### src/rtl/capcom_pkg.sv
package capcom_pkg;
    localparam logic [1:0] SRC_PRESC = 2'd0;
    localparam logic [1:0] SRC_ALT   = 2'd1;
    localparam logic [1:0] SRC_CNTIN = 2'd2;

    localparam logic [2:0] K_OFF      = 3'd0;
    localparam logic [2:0] K_CAP      = 3'd1;
    localparam logic [2:0] K_CMP_IRQ  = 3'd2;
    localparam logic [2:0] K_CMP_TGL  = 3'd3;
    localparam logic [2:0] K_CMP_IRQ1 = 3'd4;
    localparam logic [2:0] K_CMP_SET1 = 3'd5;

    typedef struct packed {
        logic [1:0] src;
        logic [2:0] ps;
        logic       run;
    } tmr_cfg_t;

    typedef struct packed {
        logic       pair;
        logic [1:0] edg;
        logic       tsel;
        logic [2:0] kind;
    } ch_mode_t;
endpackage

### src/rtl/capcom_prescaler.sv
module capcom_prescaler
    import capcom_pkg::*;
#(
    parameter int PS_W    = 3,
    parameter int BASE_SH = 3
) (
    input  logic           clk,
    input  logic           rst_n,
    input  tmr_cfg_t [1:0] cfg,
    input  logic           alt_tick_i,
    input  logic           cnt_in_i,
    output logic [1:0]     tick
);
    localparam int DIV_W = BASE_SH + (1 << PS_W) - 1;

    typedef struct packed {
        logic [DIV_W-1:0] div;
        logic             cin_prev;
    } pre_st_t;

    pre_st_t st_d, st_q;
    logic [DIV_W-1:0] mask;
    logic             src_tick;

    always_comb begin
        st_d          = st_q;
        st_d.div      = st_q.div + 1'b1;
        st_d.cin_prev = cnt_in_i;
        mask          = '0;
        src_tick      = 1'b0;
        for (int k = 0; k < 2; k++) begin
            mask = DIV_W'((32'd1 << (BASE_SH + 32'(cfg[k].ps))) - 32'd1);
            unique case (cfg[k].src)
                SRC_PRESC: src_tick = ((st_q.div & mask) == mask);
                SRC_ALT:   src_tick = alt_tick_i;
                SRC_CNTIN: src_tick = (k == 0) && cnt_in_i && !st_q.cin_prev;
                default:   src_tick = 1'b0;
            endcase
            tick[k] = cfg[k].run && src_tick;
        end
    end

    always_ff @(posedge clk or negedge rst_n) begin
        if (!rst_n) st_q <= '0;
        else        st_q <= st_d;
    end

    for (genvar k = 0; k < 2; k++) begin : g_chk
        AST_PRESC_GAP: assert property (@(posedge clk) disable iff (!rst_n)
            (tick[k] && cfg[k].src == SRC_PRESC) |=> !(tick[k] && cfg[k].src == SRC_PRESC));
    end
endmodule

### src/rtl/capcom_timer.sv
module capcom_timer #(
    parameter int TW = 16
) (
    input  logic          clk,
    input  logic          rst_n,
    input  logic          tick,
    input  logic          wr_cnt,
    input  logic          wr_rld,
    input  logic [TW-1:0] wdata,
    output logic [TW-1:0] cnt_o,
    output logic [TW-1:0] rld_o,
    output logic          step_o,
    output logic          ovf_o
);
    typedef struct packed {
        logic [TW-1:0] cnt;
        logic [TW-1:0] rld;
        logic          step;
        logic          ovf;
    } tmr_st_t;

    tmr_st_t st_d, st_q;

    always_comb begin
        st_d      = st_q;
        st_d.step = 1'b0;
        st_d.ovf  = 1'b0;
        if (tick) begin
            st_d.step = 1'b1;
            if (&st_q.cnt) begin
                st_d.cnt = st_q.rld;
                st_d.ovf = 1'b1;
            end else begin
                st_d.cnt = st_q.cnt + 1'b1;
            end
        end
        if (wr_cnt) begin
            st_d.cnt  = wdata;
            st_d.step = 1'b0;
            st_d.ovf  = 1'b0;
        end
        if (wr_rld) st_d.rld = wdata;
    end

    always_ff @(posedge clk or negedge rst_n) begin
        if (!rst_n) st_q <= '0;
        else        st_q <= st_d;
    end

    assign cnt_o  = st_q.cnt;
    assign rld_o  = st_q.rld;
    assign step_o = st_q.step;
    assign ovf_o  = st_q.ovf;

    AST_RELOAD_ON_WRAP: assert property (@(posedge clk) disable iff (!rst_n)
        (tick && (&cnt_o) && !wr_cnt) |=> (cnt_o == $past(rld_o)) && ovf_o && step_o);
    AST_INCREMENT: assert property (@(posedge clk) disable iff (!rst_n)
        (tick && !(&cnt_o) && !wr_cnt) |=> (cnt_o == $past(cnt_o) + 1'b1) && !ovf_o);
endmodule

### src/rtl/capcom_channel.sv
module capcom_channel
    import capcom_pkg::*;
#(
    parameter int TW      = 16,
    parameter bit IS_EVEN = 1'b1
) (
    input  logic          clk,
    input  logic          rst_n,
    input  logic          wr_val,
    input  logic          wr_mode,
    input  logic [TW-1:0] wdata,
    input  logic [TW-1:0] t0_val,
    input  logic [TW-1:0] t1_val,
    input  logic [1:0]    step,
    input  logic [1:0]    ovf,
    input  logic          pin_i,
    input  logic          partner_match_i,
    input  logic          paired_i,
    output logic [TW-1:0] val_o,
    output ch_mode_t      mode_o,
    output logic          match_o,
    output logic          irq_o,
    output logic          pin_o
);
    typedef struct packed {
        logic [TW-1:0] val;
        ch_mode_t      mode;
        logic          done;
        logic          pin;
        logic          irq;
        logic          pin_prev;
    } ch_st_t;

    ch_st_t st_d, st_q;
    logic [TW-1:0] tval;
    logic tstep, tovf, dbl, cmp_on, hit, rise, fall, locked, cap_evt;

    always_comb begin
        tval    = st_q.mode.tsel ? t1_val : t0_val;
        tstep   = step[st_q.mode.tsel];
        tovf    = ovf[st_q.mode.tsel];
        dbl     = IS_EVEN && st_q.mode.pair;
        cmp_on  = dbl || paired_i || (st_q.mode.kind inside {K_CMP_IRQ, K_CMP_TGL, K_CMP_IRQ1, K_CMP_SET1});
        hit     = cmp_on && tstep && (tval == st_q.val);
        rise    = pin_i && !st_q.pin_prev;
        fall    = !pin_i && st_q.pin_prev;
        cap_evt = (rise && st_q.mode.edg[0]) || (fall && st_q.mode.edg[1]);
        locked  = st_q.done && !tovf;

        st_d          = st_q;
        st_d.irq      = 1'b0;
        st_d.pin_prev = pin_i;
        if (tovf) st_d.done = 1'b0;

        if (dbl) begin
            if (hit || partner_match_i) st_d.pin = ~st_q.pin;
            st_d.irq = hit;
        end else if (paired_i) begin
            st_d.irq = hit;
        end else begin
            unique case (st_q.mode.kind)
                K_CAP: if (cap_evt) begin
                    st_d.val = tval;
                    st_d.irq = 1'b1;
                end
                K_CMP_IRQ: st_d.irq = hit;
                K_CMP_TGL: begin
                    st_d.irq = hit;
                    if (hit) st_d.pin = ~st_q.pin;
                end
                K_CMP_IRQ1: if (hit && !locked) begin
                    st_d.irq  = 1'b1;
                    st_d.done = 1'b1;
                end
                K_CMP_SET1: begin
                    if (tovf) st_d.pin = 1'b0;
                    if (hit && !locked) begin
                        st_d.irq  = 1'b1;
                        st_d.done = 1'b1;
                        st_d.pin  = 1'b1;
                    end
                end
                default: ;
            endcase
        end

        if (wr_val) st_d.val = wdata;
        if (wr_mode) begin
            st_d.mode = ch_mode_t'(wdata[6:0]);
            st_d.done = 1'b0;
        end
    end

    always_ff @(posedge clk or negedge rst_n) begin
        if (!rst_n) st_q <= '0;
        else        st_q <= st_d;
    end

    assign val_o   = st_q.val;
    assign mode_o  = st_q.mode;
    assign match_o = hit;
    assign irq_o   = st_q.irq;
    assign pin_o   = st_q.pin;

    AST_ONCE_PER_PERIOD: assert property (@(posedge clk) disable iff (!rst_n)
        (st_q.done && !tovf && !wr_mode && !dbl && !paired_i &&
         (mode_o.kind == K_CMP_IRQ1 || mode_o.kind == K_CMP_SET1)) |=> !irq_o);
    AST_PIN_HOLD: assert property (@(posedge clk) disable iff (!rst_n)
        (!dbl && mode_o.kind != K_CMP_TGL && mode_o.kind != K_CMP_SET1) |=> $stable(pin_o));
    AST_OVF_CLEARS_PIN: assert property (@(posedge clk) disable iff (!rst_n)
        (!dbl && !paired_i && mode_o.kind == K_CMP_SET1 && tovf && !hit) |=> !pin_o);
    AST_CAPTURE_LATCH: assert property (@(posedge clk) disable iff (!rst_n)
        (!dbl && !paired_i && mode_o.kind == K_CAP && cap_evt && !wr_val) |=> (val_o == $past(tval)) && irq_o);
endmodule

### src/rtl/capcom_array.sv
module capcom_array
    import capcom_pkg::*;
#(
    parameter int NCH     = 8,
    parameter int TW      = 16,
    parameter int PS_W    = 3,
    parameter int BASE_SH = 3,
    parameter int ADDR_W  = 6
) (
    input  logic              clk,
    input  logic              rst_n,
    input  logic              wr_en,
    input  logic [ADDR_W-1:0] wr_addr,
    input  logic [TW-1:0]     wr_data,
    input  logic [ADDR_W-1:0] rd_addr,
    output logic [TW-1:0]     rd_data,
    input  logic [NCH-1:0]    pin_in,
    output logic [NCH-1:0]    pin_out,
    input  logic              t0_cnt_in,
    input  logic              alt_tick_i,
    output logic [NCH-1:0]    ch_irq,
    output logic [1:0]        tmr_irq
);
    localparam int A_CTL       = 4;
    localparam int A_VAL_BASE  = 16;
    localparam int A_MODE_BASE = 32;
    localparam int CFG_W       = $bits(tmr_cfg_t);
    localparam int CFG_SLOT    = 8;

    typedef struct packed {
        tmr_cfg_t [1:0] cfg;
    } top_st_t;

    top_st_t st_d, st_q;

    logic [1:0]    tick, t_step, t_ovf;
    logic [TW-1:0] t_cnt [2];
    logic [TW-1:0] t_rld [2];
    logic [TW-1:0] ch_val [NCH];
    ch_mode_t      ch_mode [NCH];
    logic [NCH-1:0] ch_match, partner, paired;

    always_comb begin
        st_d = st_q;
        if (wr_en && wr_addr == ADDR_W'(A_CTL)) begin
            st_d.cfg[0] = tmr_cfg_t'(wr_data[CFG_W-1:0]);
            st_d.cfg[1] = tmr_cfg_t'(wr_data[CFG_SLOT+CFG_W-1:CFG_SLOT]);
        end
    end

    always_ff @(posedge clk or negedge rst_n) begin
        if (!rst_n) st_q <= '0;
        else        st_q <= st_d;
    end

    capcom_prescaler #(.PS_W(PS_W), .BASE_SH(BASE_SH)) i_presc (
        .clk(clk), .rst_n(rst_n), .cfg(st_q.cfg), .alt_tick_i(alt_tick_i),
        .cnt_in_i(t0_cnt_in), .tick(tick)
    );

    for (genvar k = 0; k < 2; k++) begin : g_tmr
        capcom_timer #(.TW(TW)) i_tmr (
            .clk(clk), .rst_n(rst_n), .tick(tick[k]),
            .wr_cnt(wr_en && wr_addr == ADDR_W'(2 * k)),
            .wr_rld(wr_en && wr_addr == ADDR_W'(2 * k + 1)),
            .wdata(wr_data), .cnt_o(t_cnt[k]), .rld_o(t_rld[k]),
            .step_o(t_step[k]), .ovf_o(t_ovf[k])
        );
    end
    assign tmr_irq = t_ovf;

    for (genvar c = 0; c < NCH; c++) begin : g_ch
        if ((c % 2) == 0 && (c + 1) < NCH) begin : g_even
            assign partner[c] = ch_match[c+1];
            assign paired[c]  = 1'b0;
        end else if ((c % 2) == 1) begin : g_odd
            assign partner[c] = 1'b0;
            assign paired[c]  = ch_mode[c-1].pair;
        end else begin : g_last
            assign partner[c] = 1'b0;
            assign paired[c]  = 1'b0;
        end

        capcom_channel #(.TW(TW), .IS_EVEN((c % 2) == 0)) i_ch (
            .clk(clk), .rst_n(rst_n),
            .wr_val(wr_en && wr_addr == ADDR_W'(A_VAL_BASE + c)),
            .wr_mode(wr_en && wr_addr == ADDR_W'(A_MODE_BASE + c)),
            .wdata(wr_data), .t0_val(t_cnt[0]), .t1_val(t_cnt[1]),
            .step(t_step), .ovf(t_ovf), .pin_i(pin_in[c]),
            .partner_match_i(partner[c]), .paired_i(paired[c]),
            .val_o(ch_val[c]), .mode_o(ch_mode[c]), .match_o(ch_match[c]),
            .irq_o(ch_irq[c]), .pin_o(pin_out[c])
        );
    end

    always_comb begin
        rd_data = '0;
        for (int k = 0; k < 2; k++) begin
            if (rd_addr == ADDR_W'(2 * k))     rd_data = t_cnt[k];
            if (rd_addr == ADDR_W'(2 * k + 1)) rd_data = t_rld[k];
        end
        if (rd_addr == ADDR_W'(A_CTL))
            rd_data = TW'({2'b00, st_q.cfg[1], 2'b00, st_q.cfg[0]});
        for (int c = 0; c < NCH; c++) begin
            if (rd_addr == ADDR_W'(A_VAL_BASE + c))  rd_data = ch_val[c];
            if (rd_addr == ADDR_W'(A_MODE_BASE + c)) rd_data = TW'(ch_mode[c]);
        end
    end
endmodule

### config.mk
export PLATFORM = sky130hd
export DESIGN_NAME = capcom_array
export DESIGN_NICKNAME = d
export VERILOG_FILES = /design/src/rtl/capcom_pkg.sv /design/src/rtl/capcom_prescaler.sv /design/src/rtl/capcom_timer.sv /design/src/rtl/capcom_channel.sv /design/src/rtl/capcom_array.sv
export SDC_FILE = /design/constraint.sdc
export NUM_CORES = 1
export LEC_CHECK = 0
export ABC_CLOCK_PERIOD_IN_PS = 6000
export BUFFER_PORTS_ARGS = -buffer_cell sky130_fd_sc_hd__buf_2
export CELL_PAD_IN_SITES_DETAIL_PLACEMENT = 1
export CELL_PAD_IN_SITES_GLOBAL_PLACEMENT = 1
export CORE_ASPECT_RATIO = 0.9
export CORE_MARGIN = 1.5
export CORE_UTILIZATION = 49
export DETAILED_ROUTE_END_ITERATION = 10
export PLACE_DENSITY = 0.83
export SETUP_SLACK_MARGIN = 0.1
export SYNTH_ARGS = -nofsm -noshare
export SYNTH_HDL_FRONTEND = slang
export SYNTH_SLANG_ARGS = --single-unit
export TNS_END_PERCENT = 20
### constraint.sdc
create_clock -name clk -period 6 [get_ports clk]
set_input_delay 1.8 -clock clk [delete_from_list [all_inputs] [get_ports clk]]
set_output_delay 1.8 -clock clk [all_outputs]
set_load 0.02 [all_outputs]
==> impl_metrics.py <==
metrics = {
    "timing": {
        "setup_tns_ns": 0,
        "finalCritPeriodShare": 0.982,
        "slew-limit-headroom": 0.0938,
        "skew_ns": 0.0346,
        "fin_crit_ns": 5.89,
        "finalMaxSlewViolations": 0,
        "timing.final.hold_violations": 0,
        "rsz0062_at_grt": "yes",
        "setup_viol": 0,
        "worst_pin_slew_ns": 1.36,
        "max_freq_ghz": 0.170,
    },
    "worst_setup_path": {
        "cp_slowest_cell": "or4b_1",
        "path_delay_family": "simple AND/OR/NAND/NOR gates",
        "rr_startpoint": "g_tmr[0].i_tmr.cnt_o[8]",
        "cp_max_fo": 12,
        "crit_type": "in2out",
        "arrival_ns": 4.09,
        "cp-end-kind": "output port",
        "r2r_slack_ns": 2.24,
        "cp-start-kind": "primary input",
        "r2r_end": "g_ch[7].i_ch.st_q[3]",
        "crit_path_end": "rd_data[1]",
        "worstPathRequired_ns": 4.20,
        "path_depth": 10,
        "path_common_cell": "buf_2",
        "ff2ff_path_depth": 7,
        "crit_path_start": "rd_addr[3]",
        "max_stage_delay_ns": 0.59,
        "crit_chain": "buf_2 > or4b_1 > nor2_4 > buf_6 > a221oi_1 > a31oi_1 > nor2_1 > o21a_1 > o21ai_2 > buf_2",
        "cp_num_buf_inv": 3,
    },
    "detailed_routing": {
        "wl_met1_um": 35600,
        "wl_met3_um": 9380,
        "drtIter0Drc": 2258,
        "highest_layer": "met4",
        "first_pass_iters": 5,
        "avgViaCountPerCell": 6.81,
        "wl_met2_um": 38700,
        "drc": 0,
        "vias": 19700,
        "finalWirelength_um": 88400,
        "ant_nets": 0,
        "wl_per_cell_um": 30.6,
    },
    "yosys": {
        "synthAdderAreaFrac": 0.00558,
        "synth_simple_gate_area_frac": 0.178,
        "ys.flop_type": "dfrtp_1",
        "yosys_warnings": 0,
        "synth_compound_area_frac": 0.182,
        "synth.largest_area_cell": "dfrtp_1",
        "ys_ff_latch": 307,
        "synth_top_area_share": 0.381,
        "synth_cell_type_count": 78,
        "synth_cells": 2332,
        "synth.mux.area_fraction": 0.141,
        "synth_area_leaders": "dfrtp_1, mux2i_1, o21ai_0",
        "syn_avg_cell_area_sq_um": 8.65,
        "ys_seq_area_frac": 0.381,
        "synth_edf_count": 0,
        "synth_top_family_by_area": "compound AO/OA/AOI/OAI gates",
        "ys_async_sr_fraction": 1.00,
        "syn_area_sq_um": 20200,
        "synth_xor_area_frac": 0.0617,
    },
    "layout": {
        "nets": 2375,
        "multi_input_area_sq_um": 11600,
        "area_growth_pct": 10.4,
        "antenna_cells": 0,
        "final_area_sq_um": 22300,
        "ff_latch_area_sq_um": 7680,
        "num-fill-cells": 4827,
        "drive_gt1_frac": 0.151,
    },
    "worst_hold_path": {
        "holdPathStages": 1,
        "hp-class": "reg2reg",
    },
    "placed_design": {
        "port_buffers": 74,
        "dpl-instance-area_sq_um": 21000,
        "gp_congestion": 0.998,
        "hpwl_um": 62300,
    },
    "die": {
        "io_pins": 75,
        "fp.dieArea_sq_um": 42400,
        "design.core.area_sq_um": 40600,
        "start_util": 0.496,
        "die_y_um": 195,
        "rows": 70,
        "die_w_um": 217,
    },
    "grt": {
        "antenna_found_initial": 1,
        "grt_pass1_vias": 20000,
        "grt_max_degree": 117,
        "grt_pass1_wl_um": 132000,
        "grt_use_total": 0.420,
        "grt_overflow_total": 0,
    },
    "power": {
        "ir_worst_vdd_mv": 0.220,
        "p_per_area_nw_per_um2": 375,
        "p_leak_nw": 8.80,
    },
    "clock_tree": {
        "htree_num_levels": 2,
        "cts_tree": "yes",
        "insertion_delay_ns": 0.59,
        "clkTransAtPathRegs_ns": 0.06,
        "post_cts_buffers": 0,
        "cts_max_path_buffers": 3,
        "cts_buffers": 36,
        "cts_root_buffer": "clkbuf_16",
        "cts_num_sinks": 307,
    },
    "run_status": {
        "outcome": "completed",
    },
    "job": {
        "drv_cap": 0,
    },
}
-- power by group --
part / internal [mW] / switching (mW)
sequential: 2.54 / 0.875
clock: 1.42 / 0.984
combinational: 1.00 / 1.53
total: 4.97 / 3.39
-- state kept, by name, summed over array words and instances (netlist names) --
name,cells
g_ch.i_ch.val_o,128
g_ch.i_ch.st_q,16
g_tmr.i_tmr.cnt_o,32
st_q,12
g_tmr.i_tmr.ovf_o,2
g_ch.i_ch.irq_o,8
g_ch.i_ch.pin_o,8
g_ch.i_ch.mode_o,52
g_tmr.i_tmr.step_o,2
i_presc.st_q,11
g_ch.i_ch.dbl,4
g_tmr.i_tmr.rld_o,32
-- repair_timing --
action | in CTS | in global routing
setup endpoints to repair | 6 | 6
cloned | 0 | 0
resized for setup | 3 | 8
pin swaps | 1 | 1
hold buffers | 0 | 0
-- worst min-delay path by stage --
stage                       start                 end  slack [ns]
2_1_floorplan  g_ch[0].i_ch.pin_o  g_ch[0].i_ch.pin_o        0.45
3_3_place_gp   g_ch[6].i_ch.pin_o  g_ch[6].i_ch.pin_o        0.46
3_5_place_dp   g_ch[0].i_ch.pin_o  g_ch[0].i_ch.pin_o        0.47
4_1_cts        g_ch[0].i_ch.pin_o  g_ch[0].i_ch.pin_o        0.48
5_1_grt        g_ch[6].i_ch.pin_o  g_ch[6].i_ch.pin_o        0.50
6_report       g_ch[0].i_ch.pin_o  g_ch[0].i_ch.pin_o        0.47
-- kinds of logic after synthesis --
logic type / Yosys count
xor+xnor: 142
mux: 272
compound gates: 601
other cells: 1
buf+inv: 225
simple gates: 775
flops: 307
fa+ha+maj: 9
-- layer usage --
layer / track usage / vias to the layer above
li1: - / 8282
met1: 0.567 / 9944
met2: 0.637 / 1177
met3: 0.0972 / 303
met4: 0.194 / 0
met5: 0 / -
-- stage by stage --
| step | std cells | hold WS, ns | power [mW] | util | setup WS (ns) |
|---|---|---|---|---|---|
| after global placement | 2827 | 0.460 | 5.68 | 0.516 | 0.0493 |
| after detailed placement | 2827 | 0.470 | 5.81 | 0.516 | 0.0272 |
| after floorplan | 2335 | 0.452 | 4.73 | - | 0.415 |
| after CTS | 2892 | 0.478 | 8.23 | 0.547 | 0.0602 |
| final | 2892 | 0.472 | 8.35 | 0.548 | 0.106 |
| after global routing | 2892 | 0.504 | 8.61 | 0.548 | 0.0277 |
-- layout make-up --
class,instances,area share
multi-input cells,1803,0.520
flip-flops and latches,307,0.345
clock buffers,53,0.0484
repair buffers,150,0.0437
well taps,540,0.0303
clock inverters,12,0.00798
inverters,27,0.00455
-- cells in the mapped netlist (10+ instances only) --
library cell	n
a21o_1	13
a21oi_1	55
a221oi_1	19
a222oi_1	12
a22oi_1	37
a31oi_1	13
and3_1	13
buf_2	33
buf_4	21
clkbuf_1	136
dfrtp_1	307
inv_1	26
mux2_2	103
mux2i_1	169
nand2_1	423
nand2b_1	12
nand3_1	43
nand3b_1	10
nand4_1	16
nor2_1	98
nor2b_1	21
nor3_1	32
nor4_1	37
o21a_1	13
o21ai_0	321
o21ai_1	10
o221ai_1	11
o22ai_1	14
or3_1	12
xnor2_1	132
xor2_1	10
-- placed cells by master, fill, tap and decap left out, types with 11 or more instances in the layout --
cell type | Yosys | final
nand2_1 | 423 | 423
o21ai_0 | 321 | 321
dfrtp_1 | 307 | 307
mux2i_1 | 169 | 169
xnor2_1 | 132 | 132
mux2_2 | 103 | 103
nor2_1 | 98 | 92
buf_4 | 21 | 74
buf_2 | 33 | 72
a21oi_1 | 55 | 53
nand3_1 | 43 | 43
clkbuf_16 | 0 | 38
a22oi_1 | 37 | 37
nor4_1 | 37 | 35
inv_1 | 26 | 26
nor3_1 | 32 | 25
nor2b_1 | 21 | 21
a221oi_1 | 19 | 19
nand4_1 | 16 | 16
o22ai_1 | 14 | 14
a21o_1 | 13 | 13
and3_1 | 13 | 13
o21a_1 | 13 | 13
or3_1 | 12 | 12
nand2b_1 | 12 | 12
a222oi_1 | 12 | 12
a31oi_1 | 13 | 12
o221ai_1 | 11 | 11
No activity file was read; power rests on OpenSTA's default activity.
